`config.mk`:
```
export PLATFORM = sky130hd
export DESIGN_NAME = frac_baud_gen
export DESIGN_NICKNAME = d
export VERILOG_FILES = /design/src/rtl/frac_baud_pkg.sv /design/src/rtl/baud_prescaler.sv /design/src/rtl/baud_frac_stage.sv /design/src/rtl/frac_baud_gen.sv
export SDC_FILE = /design/constraint.sdc
export NUM_CORES = 1
export LEC_CHECK = 0
export ABC_AREA = 0
export BUFFER_PORTS_ARGS = -buffer_cell sky130_fd_sc_hd__buf_2
export CAP_MARGIN = 40
export CORE_ASPECT_RATIO = 1.25
export CORE_MARGIN = 1
export CORE_UTILIZATION = 30
export CTS_BUF_LIST = sky130_fd_sc_hd__clkbuf_16
export CTS_CLUSTER_SIZE = 28
export DETAILED_ROUTE_END_ITERATION = 8
export PLACE_DENSITY = 0.46
export SLEW_MARGIN = 20
export SYNTH_ARGS = -nofsm -noshare
export SYNTH_HDL_FRONTEND = slang
export SYNTH_HIERARCHICAL = 1
export SYNTH_SLANG_ARGS = --single-unit
```
`constraint.sdc`:
```
create_clock -name clk -period 3.4 [get_ports clk]
set_input_delay 0.17 -clock clk [delete_from_list [all_inputs] [get_ports clk]]
set_output_delay 0.17 -clock clk [all_outputs]
set_load 0.02 [all_outputs]
```
`src/rtl/frac_baud_pkg.sv`:
```
package frac_baud_pkg;

    // Integer prescaler states
    typedef enum logic {
        PS_IDLE,
        PS_COUNT
    } ps_state_e;

    // Fractional stage states
    typedef enum logic [1:0] {
        FS_BYPASS,
        FS_PASS,
        FS_DROP
    } fs_state_e;

endpackage

```
`src/rtl/baud_prescaler.sv`:
```
module baud_prescaler
    import frac_baud_pkg::*;
#(
    parameter int DIV_W = 8
) (
    input  logic             clk,
    input  logic             rst_n,
    input  logic [DIV_W-1:0] div_i,
    output logic             tick_o
);

    localparam logic [DIV_W-1:0] CNT_ONE  = DIV_W'(1);
    localparam logic [DIV_W-1:0] CNT_ZERO = '0;

    ps_state_e        state_q, state_d;
    logic [DIV_W-1:0] cnt_q, cnt_d;
    logic [DIV_W-1:0] lim_q, lim_d;
    logic             at_term;

    assign at_term = (state_q == PS_COUNT) && (cnt_q == lim_q);

    // state register
    always_ff @(posedge clk or negedge rst_n) begin
        if (!rst_n) begin
            state_q <= PS_IDLE;
            cnt_q   <= CNT_ZERO;
            lim_q   <= CNT_ZERO;
        end else begin
            state_q <= state_d;
            cnt_q   <= cnt_d;
            lim_q   <= lim_d;
        end
    end

    // next state
    always_comb begin
        state_d = state_q;
        cnt_d   = cnt_q;
        lim_d   = lim_q;
        unique case (state_q)
            PS_IDLE: begin
                if (div_i != CNT_ZERO) begin        // start
                    state_d = PS_COUNT;
                    lim_d   = div_i;
                    cnt_d   = CNT_ONE;
                end
            end
            PS_COUNT: begin
                if (at_term) begin
                    if (div_i == CNT_ZERO) begin    // halt
                        state_d = PS_IDLE;
                        cnt_d   = CNT_ZERO;
                        lim_d   = CNT_ZERO;
                    end else begin                  // reload
                        lim_d = div_i;
                        cnt_d = CNT_ONE;
                    end
                end else begin
                    cnt_d = cnt_q + CNT_ONE;
                end
            end
            default: begin
                state_d = PS_IDLE;
            end
        endcase
    end

    // outputs
    always_comb begin
        tick_o = at_term;
    end

    a_r2_cnt_bound: assert property (@(posedge clk) disable iff (!rst_n)
        (state_q == PS_COUNT) |-> (cnt_q >= CNT_ONE && cnt_q <= lim_q));

    a_r4_reload_at_term: assert property (@(posedge clk) disable iff (!rst_n)
        (tick_o && div_i != CNT_ZERO) |=> (cnt_q == CNT_ONE && lim_q == $past(div_i)));

    a_r3_halt_idle: assert property (@(posedge clk) disable iff (!rst_n)
        (tick_o && div_i == CNT_ZERO) |=> (state_q == PS_IDLE));

    a_r9_no_back_to_back: assert property (@(posedge clk) disable iff (!rst_n)
        (tick_o && lim_q > CNT_ONE && div_i > CNT_ONE) |=> !tick_o);

endmodule

```
`src/rtl/baud_frac_stage.sv`:
```
module baud_frac_stage
    import frac_baud_pkg::*;
#(
    parameter int              MULT_W      = 8,
    parameter int              MODE_W      = 8,
    parameter logic [MODE_W-1:0] ENABLE_CODE = '1
) (
    input  logic              clk,
    input  logic              rst_n,
    input  logic              tick_i,
    input  logic [MODE_W-1:0] mode_i,
    input  logic [MULT_W-1:0] mult_i,
    input  logic              clr_i,
    output logic              pass_o
);

    localparam int SUM_W = MULT_W + 1;

    fs_state_e         state_q, state_d;
    logic [MULT_W-1:0] acc_q, acc_d;
    logic [SUM_W-1:0]  sum;
    logic              en;

    assign en  = (mode_i == ENABLE_CODE);
    assign sum = {1'b0, acc_q} + {1'b0, mult_i};

    // state register
    always_ff @(posedge clk or negedge rst_n) begin
        if (!rst_n) begin
            state_q <= FS_BYPASS;
            acc_q   <= '0;
        end else begin
            state_q <= state_d;
            acc_q   <= acc_d;
        end
    end

    // next state
    always_comb begin
        state_d = state_q;
        acc_d   = acc_q;
        if (!en) begin                              // disarm
            state_d = FS_BYPASS;
            acc_d   = '0;
        end else if (clr_i) begin                   // clear
            state_d = FS_PASS;
            acc_d   = '0;
        end else begin
            unique case (state_q)
                FS_BYPASS, FS_PASS: begin
                    if (tick_i) begin
                        acc_d   = sum[MULT_W-1:0];
                        state_d = sum[MULT_W] ? FS_DROP : FS_PASS;  // carry
                    end else begin
                        state_d = FS_PASS;          // arm
                    end
                end
                FS_DROP: begin
                    if (tick_i) state_d = FS_PASS;  // swallow
                end
                default: state_d = FS_BYPASS;
            endcase
        end
    end

    // outputs
    always_comb begin
        pass_o = tick_i && !(en && !clr_i && state_q == FS_DROP);
    end

    a_r5_bypass_passes: assert property (@(posedge clk) disable iff (!rst_n)
        !en |-> (pass_o == tick_i));

    a_r6_single_drop: assert property (@(posedge clk) disable iff (!rst_n)
        (state_q == FS_DROP && tick_i && en && !clr_i) |=> (state_q != FS_DROP));

    a_r8_clear_zero: assert property (@(posedge clk) disable iff (!rst_n)
        clr_i |=> (acc_q == '0));

    a_r7_zero_mult_no_drop: assert property (@(posedge clk) disable iff (!rst_n)
        (en && mult_i == '0 && state_q != FS_DROP) |=> (state_q != FS_DROP));

endmodule

```
`src/rtl/frac_baud_gen.sv`:
```
module frac_baud_gen #(
    parameter int DIV_W  = 8,
    parameter int MULT_W = 8,
    parameter int MODE_W = 8
) (
    input  logic              clk,
    input  logic              rst_n,
    input  logic [DIV_W-1:0]  int_div,
    input  logic [MODE_W-1:0] frac_mode,
    input  logic [MULT_W-1:0] frac_mult,
    input  logic              frac_clr,
    output logic              baud_tick
);

    localparam logic [MODE_W-1:0] FRAC_ON = '1;

    logic pre_tick;
    logic frac_pass;
    logic tick_q;

    baud_prescaler #(.DIV_W(DIV_W)) u_pre (
        .clk    (clk),
        .rst_n  (rst_n),
        .div_i  (int_div),
        .tick_o (pre_tick)
    );

    baud_frac_stage #(
        .MULT_W      (MULT_W),
        .MODE_W      (MODE_W),
        .ENABLE_CODE (FRAC_ON)
    ) u_frac (
        .clk    (clk),
        .rst_n  (rst_n),
        .tick_i (pre_tick),
        .mode_i (frac_mode),
        .mult_i (frac_mult),
        .clr_i  (frac_clr),
        .pass_o (frac_pass)
    );

    always_ff @(posedge clk or negedge rst_n) begin
        if (!rst_n) tick_q <= 1'b0;
        else        tick_q <= frac_pass;
    end

    assign baud_tick = tick_q;

    a_r9_follows_term: assert property (@(posedge clk) disable iff (!rst_n)
        baud_tick |-> $past(pre_tick));

    a_r1_reset_low: assert property (@(posedge clk)
        !rst_n |=> (!baud_tick || rst_n));

endmodule

```
## Yosys cells after proc, flatten, opt, wreduce, memory -nomap -nowiden

Index checks and enable logic that the tools add are counted.

| storage, ports and cells | value |
|---|---|
| register bits after elaboration | 28 |
| input port bits | 27 |
| word-level logic and storage cells | 52 |

| cells by class | value |
|---|---|
| add/sub/neg operators | 2 |
| eq/ne operators | 9 |
| multiplexer cells | 22 |
| bitwise logic cells | 1 |
| reductions and logical operators | 12 |

Operators by type and width:

| operator | count |
|---|---|
| $mux W8 | 9 |
| $pmux W8 S2 | 2 |
| $mux W2 | 5 |
| $add A8 B8 Y9 | 1 |
| $add A8 B1 Y8 const B | 1 |
| $eq A8 B8 Y1 | 1 |
| $eq A8 B8 Y1 const B | 1 |
| $logic_not A8 Y1 | 1 |
| $reduce_bool A8 Y1 | 1 |
| $logic_and A1 B1 Y1 | 4 |
| $mux W1 | 4 |
| $ne A2 B1 Y1 const B | 2 |
| $ne A4 B3 Y1 const B | 1 |
| $pmux W2 S2 | 1 |
| $reduce_and A2 Y1 | 2 |
| $ne A3 B2 Y1 const B | 1 |
| $ne A3 B3 Y1 const B | 1 |
| $eq A2 B1 Y1 const B | 1 |
| $eq A2 B2 Y1 const B | 1 |
| $logic_not A1 Y1 | 2 |
| $logic_not A2 Y1 | 1 |
| $pmux W1 S2 | 1 |
| $reduce_or A2 Y1 | 1 |
| $not A1 Y1 | 1 |

## Longest topological paths before layout

Gate-level depths: netlist of run 1.

| depth | value |
|---|---|
| depth in word-level cells | 6 |
| gate-level depth with buffers | 8 |
| mapped depth without buffers | 8 |

## Modules after synthesis

The synthesis of run 1 kept the hierarchy.

By module, submodules not included:

| module | times used | cells an instance | area an instance (µm²) | seq. area each (µm²) |
|---|---|---|---|---|
| baud_prescaler | 1 | 111 | 1017.2 | 425.4 |
| baud_frac_stage | 1 | 89 | 757.0 | 250.2 |
| frac_baud_gen | 1 | 1 | 25.0 | 25.0 |

## Least setup slack after synthesis of run 1

Ideal clock, no wire load.

| timing | value |
|---|---|
| path kind | reg-to-reg |
| start | register u_pre.cnt_q[4] |
| end | register u_frac.acc_q[4] |
| setup time | 82 ps |
| data arrival time | 2070 ps |
| data required time | 3318 ps |
| path slack | 1248 ps |
| cell stages (with the launch flop) | 9 |
| path buffers | 2 |
| period minus slack after synthesis | 2152 ps |
| path through | dfrtp_1 xnor2_1 nand4_1 clkbuf_1 nor3_1 nand2_1 clkbuf_1 or3_1 a31oi_1 |

| on the way | value |
|---|---|
| cells in the longest elaborated chain, start to end | 4 |

RTL lines:

| element | RTL line | source |
|---|---|---|
| start, declared | baud_prescaler.sv:16 | `logic [DIV_W-1:0] cnt_q, cnt_d;` |
| start signal, assigned | baud_prescaler.sv:30 | `cnt_q <= cnt_d;` |
| $eq A8 B8 Y1 | baud_prescaler.sv:20 | `assign at_term = (state_q == PS_COUNT) && (cnt_q == lim_q);` |
| $logic_and A1 B1 Y1 | baud_prescaler.sv:20 |  |
| via pre_tick | frac_baud_gen.sv:17 | `logic pre_tick;` |
| $ne A3 B2 Y1 (no line) | -- |  |
| $reduce_and A2 Y1 (no line) | -- |  |
| end signal, assigned | baud_frac_stage.sv:31 | `acc_q <= '0;` |
| end signal, assigned | baud_frac_stage.sv:34 | `acc_q <= acc_d;` |
| end, declared | baud_frac_stage.sv:20 | `logic [MULT_W-1:0] acc_q, acc_d;` |

The timed path passes the listed nets, and every way through them passes these cells.
A chain may end at the register's enable or synchronous reset.

## Worst setup path after layout of run 1

Ends and elaborated chain as after synthesis.

==> summary.txt, run 1 <==
Synthesis
  – XOR/XNOR Fraction of Synth Area: 0.0487
  – Syn Area/Cell: 8.95 um^2
  – Synthesized Nets: approximately 240
  – Share of the synthesized area in the top cell type: 0.389
  – Flops & latches, synth: 28
  – Synth Area in Simple Gates: 0.203
  – Synth top cells by count: 29 x nand2_1, 28 x dfrtp_1, 24 x o211ai_1
  – Synth area leaders: dfrtp_1 39%, o211ai_1 10%, ha_1 6.3%, nand2_1 6.1%, xnor2_1 3.9%
  – Cells after Synth: about 200
  – Cell with the most instances after synthesis: nand2_1
  – Seq/Total Area, Yosys: 0.389
  – Cell variety after synth: 35
  – Post-synth ARST share: 1.00
  – Synth Area in Compound Gates: 0.223
  – Largest area contributor in the netlist: dfrtp_1
  – Mux share of post-synthesis cell area: 0.00556
  – EDFF count, synth: 0
  – Ys Warns: 6
  – Adder-cell share of the synthesized area: 0.0737
  – Ys flop type: dfrtp_1
  – Mapped cell area: around 1800 um^2
  – Main combinational cell family by area after synthesis: compound AO/OA/AOI/OAI gates

Pwr
  – Maximum vdd drop: around 0.23 mV
  – Leakage: a little under 0.9 nW
  – PwrDens: between 600 and 700 nW/um^2
  – Power Total: about 1.2 mW

Placement
  – DP Worst Slack: around 1.0 ns
  – IO Port Bufs: 27
  – Placed Area: 1980 um^2
  – HPWL Detailed: 3200 um
  – Placed Cells: around 290
  – RePlAce Congestion: between 0.8 and 0.9

Setup path
  – Critical path required time: approximately 3.6 ns
  – Arr. time, crit path: approximately 2.5 ns
  – CP Launch Point: u_pre/cnt_q[4]$_DFFE_PN0P_
  – Reg2Reg Setup Slack: 1.04 ns
  – Crit Path Max Fanout: 13
  – CP endpoint: u_frac/acc_q[4]$_DFFE_PN0P_
  – FF-to-FF End: u_frac/acc_q[4]$_DFFE_PN0P_
  – Crit path capture type: flip-flop
  – CP Launch Type: flip-flop
  – RR Startpoint: u_pre/cnt_q[4]$_DFFE_PN0P_
  – FF-to-FF path depth: 8
  – WS Path Type: flip-flop to flip-flop

Clock tree
  – H-tree depth: 1
  – Worst-path clk slew: 0.07 ns
  – Clk buf depth: 2
  – Setup Buffers After CTS: 0
  – CTS tree: built
  – Skew-Pair Late Insertion Delay: 0.26 ns
  – Cts bufs inserted: 3
  – Clock sink count: 28
  – CTS root buf: clkbuf_16

Global route
  – Number of global-route vias before repair: 1548
  – GRT Overall Usage: 0.147
  – Pin count of the biggest net entering global routing: 29
  – Initial antenna violation count: 0
  – Total gr overflow: 0
  – Global-route wire length before repair: about 7300 um

Cells and area
  – Synth-to-layout area growth: 15.2%
  – Post-layout nets: approximately 270
  – Layout Utilization: 0.359
  – N_diodes: 0
  – Proportion of layout cells with a drive suffix above 1: 0.158
  – Cell Count, Final, Fillers Out: just under 300
  – Final instance area: roughly 2100 um^2

Die
  – Std cell rows: 31
  – I/O Pins: 28
  – Die height: ~89 um
  – Initial core utilization: 0.311
  – Die area: about 6300 um^2
  – Core box area: roughly 5800 um^2
  – Die W: ~71 um

Drt
  – Final antenna-violating net count: 0
  – Drt pass-1 iters: 6
  – Vias per cell: 5.30
  – DRC: 2
  – Drt total wl: 4230 um
  – Via count: 1558
  – Drt wl/cell: 14.4 um
  – Starting DRC count in detailed routing: 48

Timing
  – Tmin final: roughly 2.4 ns
  – Max Slew Vio Count: 0
  – Final Setup Violations: 0
  – Worst setup margin: 1.04 ns
  – WHS: 0.185 ns
  – Worst Max-Slew Pin Slew: roughly 0.66 ns
  – RSZ-0062 raised after global routing: false
  – Slew headroom: 0.558
  – Final Cycle Share: 0.695
  – Final setup TNS: 0 ns
  – Clock skew: between 0.004 and 0.005 ns
  – Final hold vios: 0
  – Fmax: ~420 MHz

Min path
  – Hold path depth: 3
  – Hold Crit Class: input port to flip-flop

Run
  – Max-cap violations: 0

Outcome
  – Status: complete, but fails checks
  – Failing checks: design-rule violations
## per-layer routing
metal,global-route usage,share of wire,up-vias
li1,-,-,799
met1,0.178,0.45,734
met2,0.274,0.51,21
met3,0.0171,0.022,4
met4,0.0418,0.0094,0
met5,0,0,-
## cell type report
cell class                 count  area (um^2)
timing repair buffer          30          160
sequential                    28          701
fill                         595         3710
tap                           66         82.6
clock buffer                   3         75.1
clock inverter                 1         3.75
multi-input combinational    152          997
inverter                      14         52.6
## flip-flops by register name (all words and copies together), names as in the netlist
| name | count |
|---|---|
| u_pre/cnt_q | 8 |
| u_pre/state_q | 1 |
| baud_tick | 1 |
| u_frac/state_q | 2 |
| u_pre/lim_q | 8 |
| u_frac/acc_q | 8 |
## cell usage in the layout, fill, tap and decap left out, types with 9 or more instances in the layout
master | Yosys | final
dfrtp_1 | 28 | 28
o211ai_1 | 24 | 24
buf_2 | 0 | 27
nand2_1 | 29 | 29
a21oi_1 | 12 | 12
ha_1 | 9 | 9
nand3_1 | 9 | 9
inv_1 | 14 | 14
## worst min-delay path by stage
stage | startpoint | to
final | int_div[2] | u_pre/lim_q[2]$_DFFE_PN0P_
after CTS | int_div[5] | u_pre/lim_q[5]$_DFFE_PN0P_
after floorplan | rst_n | baud_tick$_DFF_PN0_
after global placement | rst_n | u_frac/acc_q[1]$_DFFE_PN0P_
after detailed placement | rst_n | u_frac/acc_q[1]$_DFFE_PN0P_
after global routing | frac_mode[0] | u_frac/state_q[0]$_DFFE_PN0P_
## logic make-up after synthesis
kind of cell	Yosys count
fa+ha+maj	10
xor+xnor	10
simple gates	71
flops	28
compound gates	60
buf+inv	21
mux	1
## worst max-delay path: stages, from the launching register on
cell and delay, ns:
dfrtp_1 0.44, xnor2_1 0.23, nand4_1 0.11, buf_4 0.20
nor3_1 0.34, inv_1 0.09, nor2_1 0.54, nand3_1 0.14
a31oi_1 0.19
## power breakdown
part           internal (mW)  switching (mW)  total (mW)  leakage (nW)
Sequential             0.427           0.121       0.548         0.354
Combinational          0.201           0.227       0.428         0.474
Clock                  0.158           0.109       0.267        0.0385
## repair_timing
action	4_1_cts	5_1_grt
resized for setup	0	0
hold buffers	1	0
setup endpoints to repair	0	0
endpoints found under the hold margin	28	0
(Power assumes the default switching activity.)
==> inputs of run 2 (changes only) <==
--- a/config.mk
+++ b/config.mk
@@ -5,7 +5,7 @@
 export SDC_FILE = /design/constraint.sdc
 export NUM_CORES = 1
 export LEC_CHECK = 0
-export ABC_AREA = 0
+export ABC_AREA = 1
 export BUFFER_PORTS_ARGS = -buffer_cell sky130_fd_sc_hd__buf_2
 export CAP_MARGIN = 40
 export CORE_ASPECT_RATIO = 1.25
@@ -14,7 +14,7 @@
 export CTS_BUF_LIST = sky130_fd_sc_hd__clkbuf_16
 export CTS_CLUSTER_SIZE = 28
 export DETAILED_ROUTE_END_ITERATION = 8
-export PLACE_DENSITY = 0.46
+export PLACE_DENSITY = 0.45
 export SLEW_MARGIN = 20
 export SYNTH_ARGS = -nofsm -noshare
 export SYNTH_HDL_FRONTEND = slang
==> constraint.sdc (replaced) <==
create_clock -name clk -period 2.2 [get_ports clk]
set_input_delay 0.11 -clock clk [delete_from_list [all_inputs] [get_ports clk]]
set_output_delay 0.11 -clock clk [all_outputs]
set_load 0.02 [all_outputs]
==> run 2 against run 1 <==
Net effect: the flow now finishes without violations; cell count rose by 20%; critical path type unchanged; setup slack got worse by 0.71 ns; die area rose by 3.9%; register-to-register slack got worse by 0.71 ns; largest cell class unchanged; combinational power rose by 27%; core utilization rose by 1.2 points; sequential power rose by 49%.
==> summary.txt, run 2 <==
Outcome
  – Status: complete, no violations

Setup path
  – Worst path most repeated cell: nand2_1
  – Crit path capture type: flip-flop
  – Critical path required time: approximately 2.4 ns
  – Peak per-stage delay on the critical path: roughly 0.43 ns
  – CP Launch Type: flip-flop
  – Crit Path Max Fanout: 10
  – CP Launch Point: u_pre/cnt_q[4]$_DFFE_PN0P_
  – FF-to-FF path depth: 13
  – RR Startpoint: u_pre/cnt_q[4]$_DFFE_PN0P_
  – WS Path Type: flip-flop to flip-flop
  – CP endpoint: u_frac/acc_q[2]$_DFFE_PN0P_
  – Arr. time, crit path: 2.08 ns
  – Crit path cell chain: inv_1 -> nand2_1 -> nand2_1 -> nand2_2 -> nor2_4 -> nand3_4 -> inv_1 -> inv_2 -> nor2_4 -> inv_2 -> nor2_8 -> nand3_1 -> nand2_1
  – FF-to-FF End: u_frac/acc_q[2]$_DFFE_PN0P_
  – Reg2Reg Setup Slack: between 0.3 and 0.4 ns
  – Slowest stage cell, crit path: dfrtp_1

Cells and area
  – Post-layout nets: a little over 300
  – Proportion of layout cells with a drive suffix above 1: 0.188
  – Synth-to-layout area growth: 16.9%
  – Fillers: ~640
  – N_diodes: 0
  – Layout Utilization: 0.371
  – Commonest non-fill, non-tap cell in the layout: nand2_1
  – Cell Count, Final, Fillers Out: approximately 350
  – Top Registers: u_frac/acc_q (8), u_pre/cnt_q (8), u_pre/lim_q (8)
  – Most frequent cells in the layout: 88 x nand2_1, 28 x dfrtp_1, 28 x inv_1, 27 x buf_2, 23 x nand3_1

Synthesis
  – Largest area contributor in the netlist: dfrtp_1
  – Adder-cell share of the synthesized area: 0.0709
  – XOR/XNOR Fraction of Synth Area: 0.0555
  – Syn Area/Cell: just under 8 um^2
  – Cell variety after synth: 32
  – Main combinational cell family by area after synthesis: simple AND/OR/NAND/NOR gates
  – Synth Area in Simple Gates: 0.380
  – Synthesized Nets: about 280
  – Mapped cell area: ~1900 um^2
  – Flops & latches, synth: 28
  – Synth area leaders: dfrtp_1 37%, nand2_1 18%, nand3_1 6.2%, ha_1 6.0%, inv_1 5.6%
  – Ys flop type: dfrtp_1
  – Cell with the most instances after synthesis: nand2_1
  – Cells after Synth: 240
  – EDFF count, synth: 0
  – Seq/Total Area, Yosys: 0.375
  – Share of the synthesized area in the top cell type: 0.375
  – Mux share of post-synthesis cell area: 0
  – Ys Warns: 6
  – Synth Area in Compound Gates: 0.0508
  – Post-synth ARST share: 1.00
  – Synth top cells by count: 88 x nand2_1, 28 x dfrtp_1, 28 x inv_1

Drt
  – Final antenna-violating net count: 0
  – Drt total wl: ~3800 um
  – Drt pass-1 iters: 4
  – Vias per cell: between 4 and 5
  – Drt wl/cell: approximately 11 um
  – Via count: ~1500
  – Starting DRC count in detailed routing: 34
  – DRC: 0

Die
  – Die height: ~90 um
  – Initial core utilization: 0.317
  – I/O Pins: 28
  – Die area: approximately 6600 um^2
  – Std cell rows: 31
  – Die W: roughly 73 um
  – Core box area: 5900 um^2

Timing
  – Final Cycle Share: 0.854
  – Clock skew: roughly 0.005 ns
  – WHS: between 0.05 and 0.06 ns
  – Final setup TNS: 0 ns
  – Final Setup Violations: 0
  – RSZ-0062 raised after global routing: false
  – Worst Max-Slew Pin Slew: ~0.65 ns
  – Fmax: around 530 MHz
  – Tmin final: roughly 1.9 ns
  – Worst setup margin: approximately 0.32 ns
  – Final hold vios: 0
  – Max Slew Vio Count: 0
  – Slew headroom: 0.564

Pwr
  – Net Sw Frac: 0.350
  – Maximum vdd drop: roughly 0.35 mV
  – Leakage: between 1 and 1.5 nW
  – Sw power: between 600 and 700 uW
  – Combinational share of power: 0.305
  – Internal power: between 1 and 1.5 mW
  – Clock power frac: 0.236
  – Sequential power share: 0.459
  – PwrDens: slightly above 800 nW/um^2

Placement
  – Placed Cells: roughly 350
  – DP Worst Slack: roughly 0.32 ns
  – IO Port Bufs: 27
  – RePlAce Congestion: 0.744
  – HPWL Detailed: about 3000 um

Clock tree
  – Clk buf depth: 2
  – H-tree depth: 1
  – Cts bufs inserted: 3
  – Setup Buffers After CTS: 0
  – CTS root buf: clkbuf_16
  – CTS tree: built
  – Clock sink count: 28
  – Worst-path clk slew: 0.07 ns
  – Skew-Pair Late Insertion Delay: ~0.26 ns

Global route
  – Number of global-route vias before repair: around 1500
  – Total gr overflow: 0
  – GRT Overall Usage: 0.127
  – Global-route wire length before repair: roughly 6500 um
  – Pin count of the biggest net entering global routing: 29
  – Initial antenna violation count: 0

Min path
  – Hold Crit Class: input port to flip-flop

Run
  – Max-cap violations: 0
run 2: layer usage:
layer | up-vias | GRT usage | wire length (um)
met4 | 0 | 0.0408 | 24
li1 | 820 | - | -
met5 | - | 0 | 0
met1 | 676 | 0.144 | 1680
met3 | 2 | 0.0179 | 69
met2 | 16 | 0.238 | 2020
run 2: layout make-up:
cell class / count / area, um^2 / share of cell area
clock buffers: 3 / 75.1 / 0.0343
well taps: 82 / 103 / 0.0469
clock inverters: 1 / 3.75 / 0.00172
flip-flops and latches: 28 / 701 / 0.321
inverters: 31 / 116 / 0.0532
repair buffers: 28 / 145 / 0.0664
multi-input cells: 180 / 1040 / 0.477
run 2: kinds of logic (layout without fill, tap and decap cells):
family / after synthesis / after routing
AND/OR/NAND/NOR: 145 / 145
adder cells (fa/ha/maj): 10 / 10
XOR/XNOR: 11 / 11
AO/OA/AOI/OAI: 14 / 14
flip-flops: 28 / 28
buffers and inverters: 32 / 63
run 2: how the worst min path moves through the flow:
| stage | startpoint | end | slack (ns) | cells after the start |
|---|---|---|---|---|
| 3_5_place_dp | rst_n | u_frac/acc_q[5]$_DFFE_PN0P_ | 0.19 | 1 |
| 6_report | int_div[0] | u_pre/lim_q[0]$_DFFE_PN0P_ | 0.05 | 3 |
| 4_1_cts | int_div[0] | u_pre/lim_q[0]$_DFFE_PN0P_ | 0.05 | 3 |
| 5_1_grt | int_div[0] | u_pre/lim_q[0]$_DFFE_PN0P_ | 0.05 | 3 |
| 2_1_floorplan | rst_n | baud_tick$_DFF_PN0_ | -0.19 | 0 |
| 3_3_place_gp | rst_n | u_frac/acc_q[7]$_DFFE_PN0P_ | 0.19 | 1 |
run 2: power by group through the flow:
stage          sequential, mW  combinational (mW)  clock, mW
2_1_floorplan           0.777               0.483          0
3_3_place_gp            0.826               0.554          0
3_5_place_dp            0.828               0.555          0
4_1_cts                 0.820               0.556      0.445
5_1_grt                 0.844               0.625      0.459
6_report                0.817               0.543      0.420
run 2: through the flow:
stage | instance area (um^2) | total power [mW]
global placement | 2100 | 1.38
floorplan | 1870 | 1.26
detailed placement | 2100 | 1.38
CTS | 2190 | 1.82
finish | 2190 | 1.78
global route | 2190 | 1.93
run 2: repair_timing:
action                                  in CTS  in global routing
gates resized for setup                      0                  0
hold buffers                                 1                  0
endpoints found under the hold margin       28                  0
endpoints found under the setup margin       0                  0
run 2: critical path, delay by kind of cell (launching register included):
family	cells	cell delay, ns
AND/OR/NAND/NOR	9	0.97
flip-flops	1	0.43
buffers and inverters	4	0.39
